<file path="src/rtl/exec_mon_pkg.sv">
package exec_mon_pkg;
  typedef enum logic [1:0] {
    SEL_CTRL  = 2'd0,
    SEL_FIRST = 2'd1,
    SEL_LAST  = 2'd2,
    SEL_RSVD  = 2'd3
  } cfg_sel_e;

  localparam int unsigned CTRL_ARM_BIT = 0;
endpackage

</file>
<file path="src/rtl/exec_mon_cfg.sv">
module exec_mon_cfg
  import exec_mon_pkg::*;
#(
  parameter int unsigned ADDR_W = 32,
  parameter int unsigned DATA_W = 32
) (
  input  logic              clk_i,
  input  logic              rst_ni,
  input  logic              we_i,
  input  logic [1:0]        sel_i,
  input  logic [DATA_W-1:0] wdata_i,
  output logic              armed_o,
  output logic [ADDR_W-1:0] first_o,
  output logic [ADDR_W-1:0] last_o
);
  cfg_sel_e sel;
  logic     arm_set, first_we, last_we;

  assign sel      = cfg_sel_e'(sel_i);
  assign arm_set  = we_i && (sel == SEL_CTRL) && wdata_i[CTRL_ARM_BIT];
  // bounds freeze once armed
  assign first_we = we_i && !armed_o && (sel == SEL_FIRST);
  assign last_we  = we_i && !armed_o && (sel == SEL_LAST);

  always_ff @(posedge clk_i or negedge rst_ni) begin
    if (!rst_ni) begin
      armed_o <= 1'b0;
    end else if (arm_set) begin
      armed_o <= 1'b1;
    end
  end

  always_ff @(posedge clk_i or negedge rst_ni) begin
    if (!rst_ni) begin
      first_o <= '0;
    end else if (first_we) begin
      first_o <= wdata_i[ADDR_W-1:0];
    end
  end

  always_ff @(posedge clk_i or negedge rst_ni) begin
    if (!rst_ni) begin
      last_o <= '0;
    end else if (last_we) begin
      last_o <= wdata_i[ADDR_W-1:0];
    end
  end
endmodule

</file>
<file path="src/rtl/exec_mon_cmp.sv">
module exec_mon_cmp #(
  parameter int unsigned ADDR_W = 32
) (
  input  logic              armed_i,
  input  logic              valid_i,
  input  logic              instr_i,
  input  logic [ADDR_W-1:0] addr_i,
  input  logic [ADDR_W-1:0] first_i,
  input  logic [ADDR_W-1:0] last_i,
  output logic              hit_o
);
  logic [1:0] bound_ok;

  // index 0: lower bound, index 1: upper bound
  for (genvar g = 0; g < 2; g++) begin : g_bound
    if (g == 0) begin : g_lo
      assign bound_ok[g] = (addr_i >= first_i);
    end else begin : g_hi
      assign bound_ok[g] = (addr_i <= last_i);
    end
  end

  assign hit_o = armed_i && valid_i && instr_i && (&bound_ok);
endmodule

</file>
<file path="src/rtl/exec_mon_trip.sv">
module exec_mon_trip (
  input  logic clk_i,
  input  logic rst_ni,
  input  logic hit_i,
  output logic trip_o
);
  always_ff @(posedge clk_i or negedge rst_ni) begin
    if (!rst_ni) begin
      trip_o <= 1'b0;
    end else if (hit_i) begin
      trip_o <= 1'b1;
    end
  end
endmodule

</file>
<file path="src/rtl/exec_region_monitor.sv">
module exec_region_monitor #(
  parameter int unsigned ADDR_W = 32,
  parameter int unsigned DATA_W = 32
) (
  input  logic              clk_i,
  input  logic              rst_ni,
  input  logic              cfg_we_i,
  input  logic [1:0]        cfg_sel_i,
  input  logic [DATA_W-1:0] cfg_wdata_i,
  input  logic              mem_valid_i,
  input  logic              mem_instr_i,
  input  logic [ADDR_W-1:0] mem_addr_i,
  output logic              violation_o
);
  logic              armed_q;
  logic [ADDR_W-1:0] first_q, last_q;
  logic              hit;

  exec_mon_cfg #(.ADDR_W(ADDR_W), .DATA_W(DATA_W)) u_cfg (
    .clk_i   (clk_i),
    .rst_ni  (rst_ni),
    .we_i    (cfg_we_i),
    .sel_i   (cfg_sel_i),
    .wdata_i (cfg_wdata_i),
    .armed_o (armed_q),
    .first_o (first_q),
    .last_o  (last_q)
  );

  exec_mon_cmp #(.ADDR_W(ADDR_W)) u_cmp (
    .armed_i (armed_q),
    .valid_i (mem_valid_i),
    .instr_i (mem_instr_i),
    .addr_i  (mem_addr_i),
    .first_i (first_q),
    .last_i  (last_q),
    .hit_o   (hit)
  );

  exec_mon_trip u_trip (
    .clk_i  (clk_i),
    .rst_ni (rst_ni),
    .hit_i  (hit),
    .trip_o (violation_o)
  );
endmodule

</file>
<file path="config.mk">
export PLATFORM = sky130hd
export DESIGN_NAME = exec_region_monitor
export DESIGN_NICKNAME = d
export VERILOG_FILES = /design/src/rtl/exec_mon_pkg.sv /design/src/rtl/exec_mon_cfg.sv /design/src/rtl/exec_mon_cmp.sv /design/src/rtl/exec_mon_trip.sv /design/src/rtl/exec_region_monitor.sv
export SDC_FILE = /design/constraint.sdc
export NUM_CORES = 1
export LEC_CHECK = 0
export BUFFER_PORTS_ARGS = -buffer_cell sky130_fd_sc_hd__buf_4
export CORE_MARGIN = 3
export CORE_UTILIZATION = 35
export CTS_CLUSTER_SIZE = 40
export DETAILED_ROUTE_END_ITERATION = 8
export GPL_TIMING_DRIVEN = 0
export SYNTH_ARGS = -nofsm -noshare
export SYNTH_HDL_FRONTEND = slang
export SYNTH_SLANG_ARGS = --single-unit
</file>
<file path="constraint.sdc">
create_clock -name clk_i -period 1.8 [get_ports clk_i]
set_input_delay 0.18 -clock clk_i [delete_from_list [all_inputs] [get_ports clk_i]]
set_output_delay 0.18 -clock clk_i [all_outputs]
set_load 0.01 [all_outputs]
</file>
==> impl_metrics.toml <==
[floorplanning]
floorplan.core_area_um2 = 10900
die_area_um2 = 12600
placementRows = 38
design.portCount = 72
die_y_um = 112
die_width_um = 112
initial_core_utilization_pct = 36.1

[final_layout]
n_fill_cell = 1067
post_route_cells_drive_above_1_share_pct = 22.4
finish.net_count = 648
layout-area-overhead-vs-synth_pct = 28.6
final_design_area_no_fill_um2 = 5080
diodes = 0

[sta]
max_slew_margin_pct = 43.0
hold_ws_ns = -0.0511
layout_worst_path_cycle_share_pct = 109
worstMarginPinSlew_ns = 0.855
finalSetupTns_ns = -0.163
rsz0062_at_grt = "true"
final_clock_skew_ns = 0.00564
timing.fmax_ghz = 0.510
layout_setup_ws_ns = -0.163
hold_viol = 49
final-max-slew-violation-count = 0
setup_viol = 1
period_minus_slack_ns = 1.96

[critical_path]
end_kind = "flop"
arrival_ns = 2.20
worstSetupPathType = "flop to flop"
worst_path_dominant_cell_family = "simple AND/OR/NAND/NOR gates"
crit_path_top_delay_cell = "sky130_fd_sc_hd__dfrtp_1"
worst-endpoint-required_ns = 2.03
timing.reg2reg.worst_path_depth = 8
most_numerous_cell_on_the_critical_path = "sky130_fd_sc_hd__nand4_1"
worst_r2r_startpoint = "u_cfg.first_o[22]"
reg2reg_setup_slack_ns = -0.16
cp_cell_instances = "inv_1 -> ha_4 -> nand4_1 -> nor4_4 -> nand4_1 -> nor3_2 -> nor4_2 -> a211oi_1"
worstSetupStartpointType = "flop"
critical_path.n_buffers_inverters = 1
max_stage_delay_ns = 0.33
r2r-end = "u_trip.trip_o"
worst-path-max-fanout = 2

[cts]
cts-root-buf = "sky130_fd_sc_hd__clkbuf_16"
cts.sink_count = 66
cts_tree = "built"
clock_insertion_delay_at_the_later_pin_of_the_skew_report_ns = 0.33
cts-hold-fix-buffers = 0
clk_transition_reported_paths_ns = 0.05
cts-buffers-inserted = 9
clock_tree.htree_level_count = 3
clock_tree.buffer_depth = 2

[outcome]
violations = "hold timing, setup timing"
run_status = "finished, violations left"

[pwr]
power.sequential.fraction_pct = 35.8
power.static_leakage_nw = 2.45
p_per_area_nw_per_um2 = 1220
peakVddDrop_mv = 0.439
switchingPower_mw = 2.02
p_total_mw = 6.18
switching_share_pct = 32.8
proportion_of_power_drawn_by_the_clock_network_pct = 27.9
cell_internal_power_dissipation_mw = 4.15
share_comb_of_total_power_pct = 36.3

[synth]
synth-main-ff-cell = "sky130_fd_sc_hd__dfrtp_1"
post-synth-top-count-cell = "sky130_fd_sc_hd__nand2_1"
yosysTopAreaCellShare_pct = 41.8
synth_warnings = 0
synth_cell_types = 36
synth.area.top_cells = "sky130_fd_sc_hd__dfrtp_1 42%, sky130_fd_sc_hd__ha_1 20%, sky130_fd_sc_hd__o21ai_0 8.5%, sky130_fd_sc_hd__nand2_1 6.7%, sky130_fd_sc_hd__inv_1 6.1%"
synth_fp_nets = 567
ys_seq_area_share_pct = 41.8
post_synth.cell_area_avg_um2 = 9.14
synth_edf_count = 0
post_synth_most_frequent_cells = "70 x sky130_fd_sc_hd__nand2_1, 67 x sky130_fd_sc_hd__o21ai_0, 66 x sky130_fd_sc_hd__dfrtp_1"
ys_ff_latch = 66
mappedNetlistArea_um2 = 3950
synth-async-reset-ratio_pct = 100
synthCells = 432
netlist.top_cell.by_area = "sky130_fd_sc_hd__dfrtp_1"

[hold_path]
min_path_type = "input port to async pin"

[job]
cap_violations = 0

[drt]
drtPass1Iterations = 4
initialDrtViolationCount = 104
route.final.wire_length_um = 10300
route.detailed.wl_per_inst_um = 15.6
final_antenna_net_count = 0
remaining_drc_errors = 0
routed-via-count = 3306
vias_per_cell = 5.03

[place]
dp.final_hpwl_um = 7630
placement.setup.worst_slack_ns = -0.206
place.gp.congestion = 0.848
placement.io_buffers = 71
placedInstanceArea_um2 = 4660

[global_routing]
grt_use_total_pct = 16.7
grt_first_pass_wirelength_um = 16800
grt_antenna_before_repair = 0
grt_start_max_net_pins = 67
globalRoute.totalOverflow = 0
first_global_vias = 3397
-- power groups by stage --
| stage | Sequential (mW) | Combinational (mW) | Clock, mW |
|---|---|---|---|
| floorplan | 2.19 | 1.45 | 0 |
| global placement | 2.22 | 1.99 | 0 |
| detailed placement | 2.24 | 2.07 | 0 |
| CTS | 2.22 | 2.16 | 1.76 |
| global route | 2.27 | 2.61 | 1.83 |
| finish | 2.21 | 2.24 | 1.72 |
-- cells by family after synthesis --
| family | after synthesis | share of synthesized area, % |
|---|---|---|
| compound gates | 110 | 15.7 |
| buf+inv | 78 | 7.41 |
| fa+ha+maj | 64 | 20.3 |
| mux | 2 | 0.570 |
| simple gates | 112 | 14.2 |
| flops | 66 | 41.8 |
-- cells in the final DEF, fill, tap and decap left out, drive strengths merged, types with 11 or more instances in the layout --
master,n
inv,64
buf,72
dfrtp,66
clkbuf,24
o21ai,67
nand4,11
ha,64
nand2,70
a21oi,21
-- state kept, by name, indices dropped and copies added, names as in the netlist --
signal	flops
u_cfg.last_o	32
u_cfg.armed_o	1
u_cfg.first_o	32
u_trip.trip_o	1
-- layout make-up --
cell class                      instances  area (um^2)  area share [%]
Tap cell                              140          175            3.45
Multi-Input combinational cell        288         2120            41.8
Buffer                                 12         58.8            1.16
Inverter                               64          240            4.73
Clock inverter                          3         40.0           0.789
Clock buffer                           12          246            4.85
Timing Repair Buffer                   72          541            10.6
Sequential cell                        66         1650            32.5
-- per-stage QoR --
stage	utilization (%)	hold WS, ns	instances
4_1_cts	46.0	0.00167	659
5_1_grt	46.4	0.0451	657
3_5_place_dp	42.6	0.351	643
2_1_floorplan	-	-0.116	432
3_3_place_gp	42.6	0.349	643
6_report	46.4	-0.0511	657
-- worst reg2reg max path, cell delays in order (launching register included) --
cell	delay, ns
sky130_fd_sc_hd__dfrtp_1	0.33
sky130_fd_sc_hd__inv_1	0.07
sky130_fd_sc_hd__ha_4	0.27
sky130_fd_sc_hd__nand4_1	0.15
sky130_fd_sc_hd__nor4_4	0.32
sky130_fd_sc_hd__nand4_1	0.23
sky130_fd_sc_hd__nor3_2	0.27
sky130_fd_sc_hd__nor4_2	0.08
sky130_fd_sc_hd__a211oi_1	0.17
-- layer usage --
| metal | routed length [um] | vias up | global-route usage, % |
|---|---|---|---|
| met5 | 0 | - | 0 |
| met4 | 133 | 0 | 4.73 |
| met3 | 433 | 13 | 3.56 |
| met2 | 4980 | 83 | 27.8 |
| met1 | 4730 | 1563 | 22.1 |
| li1 | - | 1647 | - |
-- worst max path at each step --
stage	from	to	slack (ns)	depth (start not counted)
floorplan	u_cfg.first_o[19]	u_trip.trip_o	-0.02	7
global placement	u_cfg.first_o[31]	u_trip.trip_o	-0.16	8
detailed placement	u_cfg.first_o[31]	u_trip.trip_o	-0.21	8
CTS	u_cfg.first_o[0]	u_trip.trip_o	-0.15	7
global route	u_cfg.first_o[22]	u_trip.trip_o	-0.28	8
finish	u_cfg.first_o[22]	u_trip.trip_o	-0.16	8
-- what timing repair did --
item / 4_1_cts / 5_1_grt
setup buffers: 1 / 0
pin swaps: 5 / 3
setup endpoints to repair: 58 / 30
gates resized for setup: 16 / 9
No activity file was read; power rests on OpenSTA's default activity.
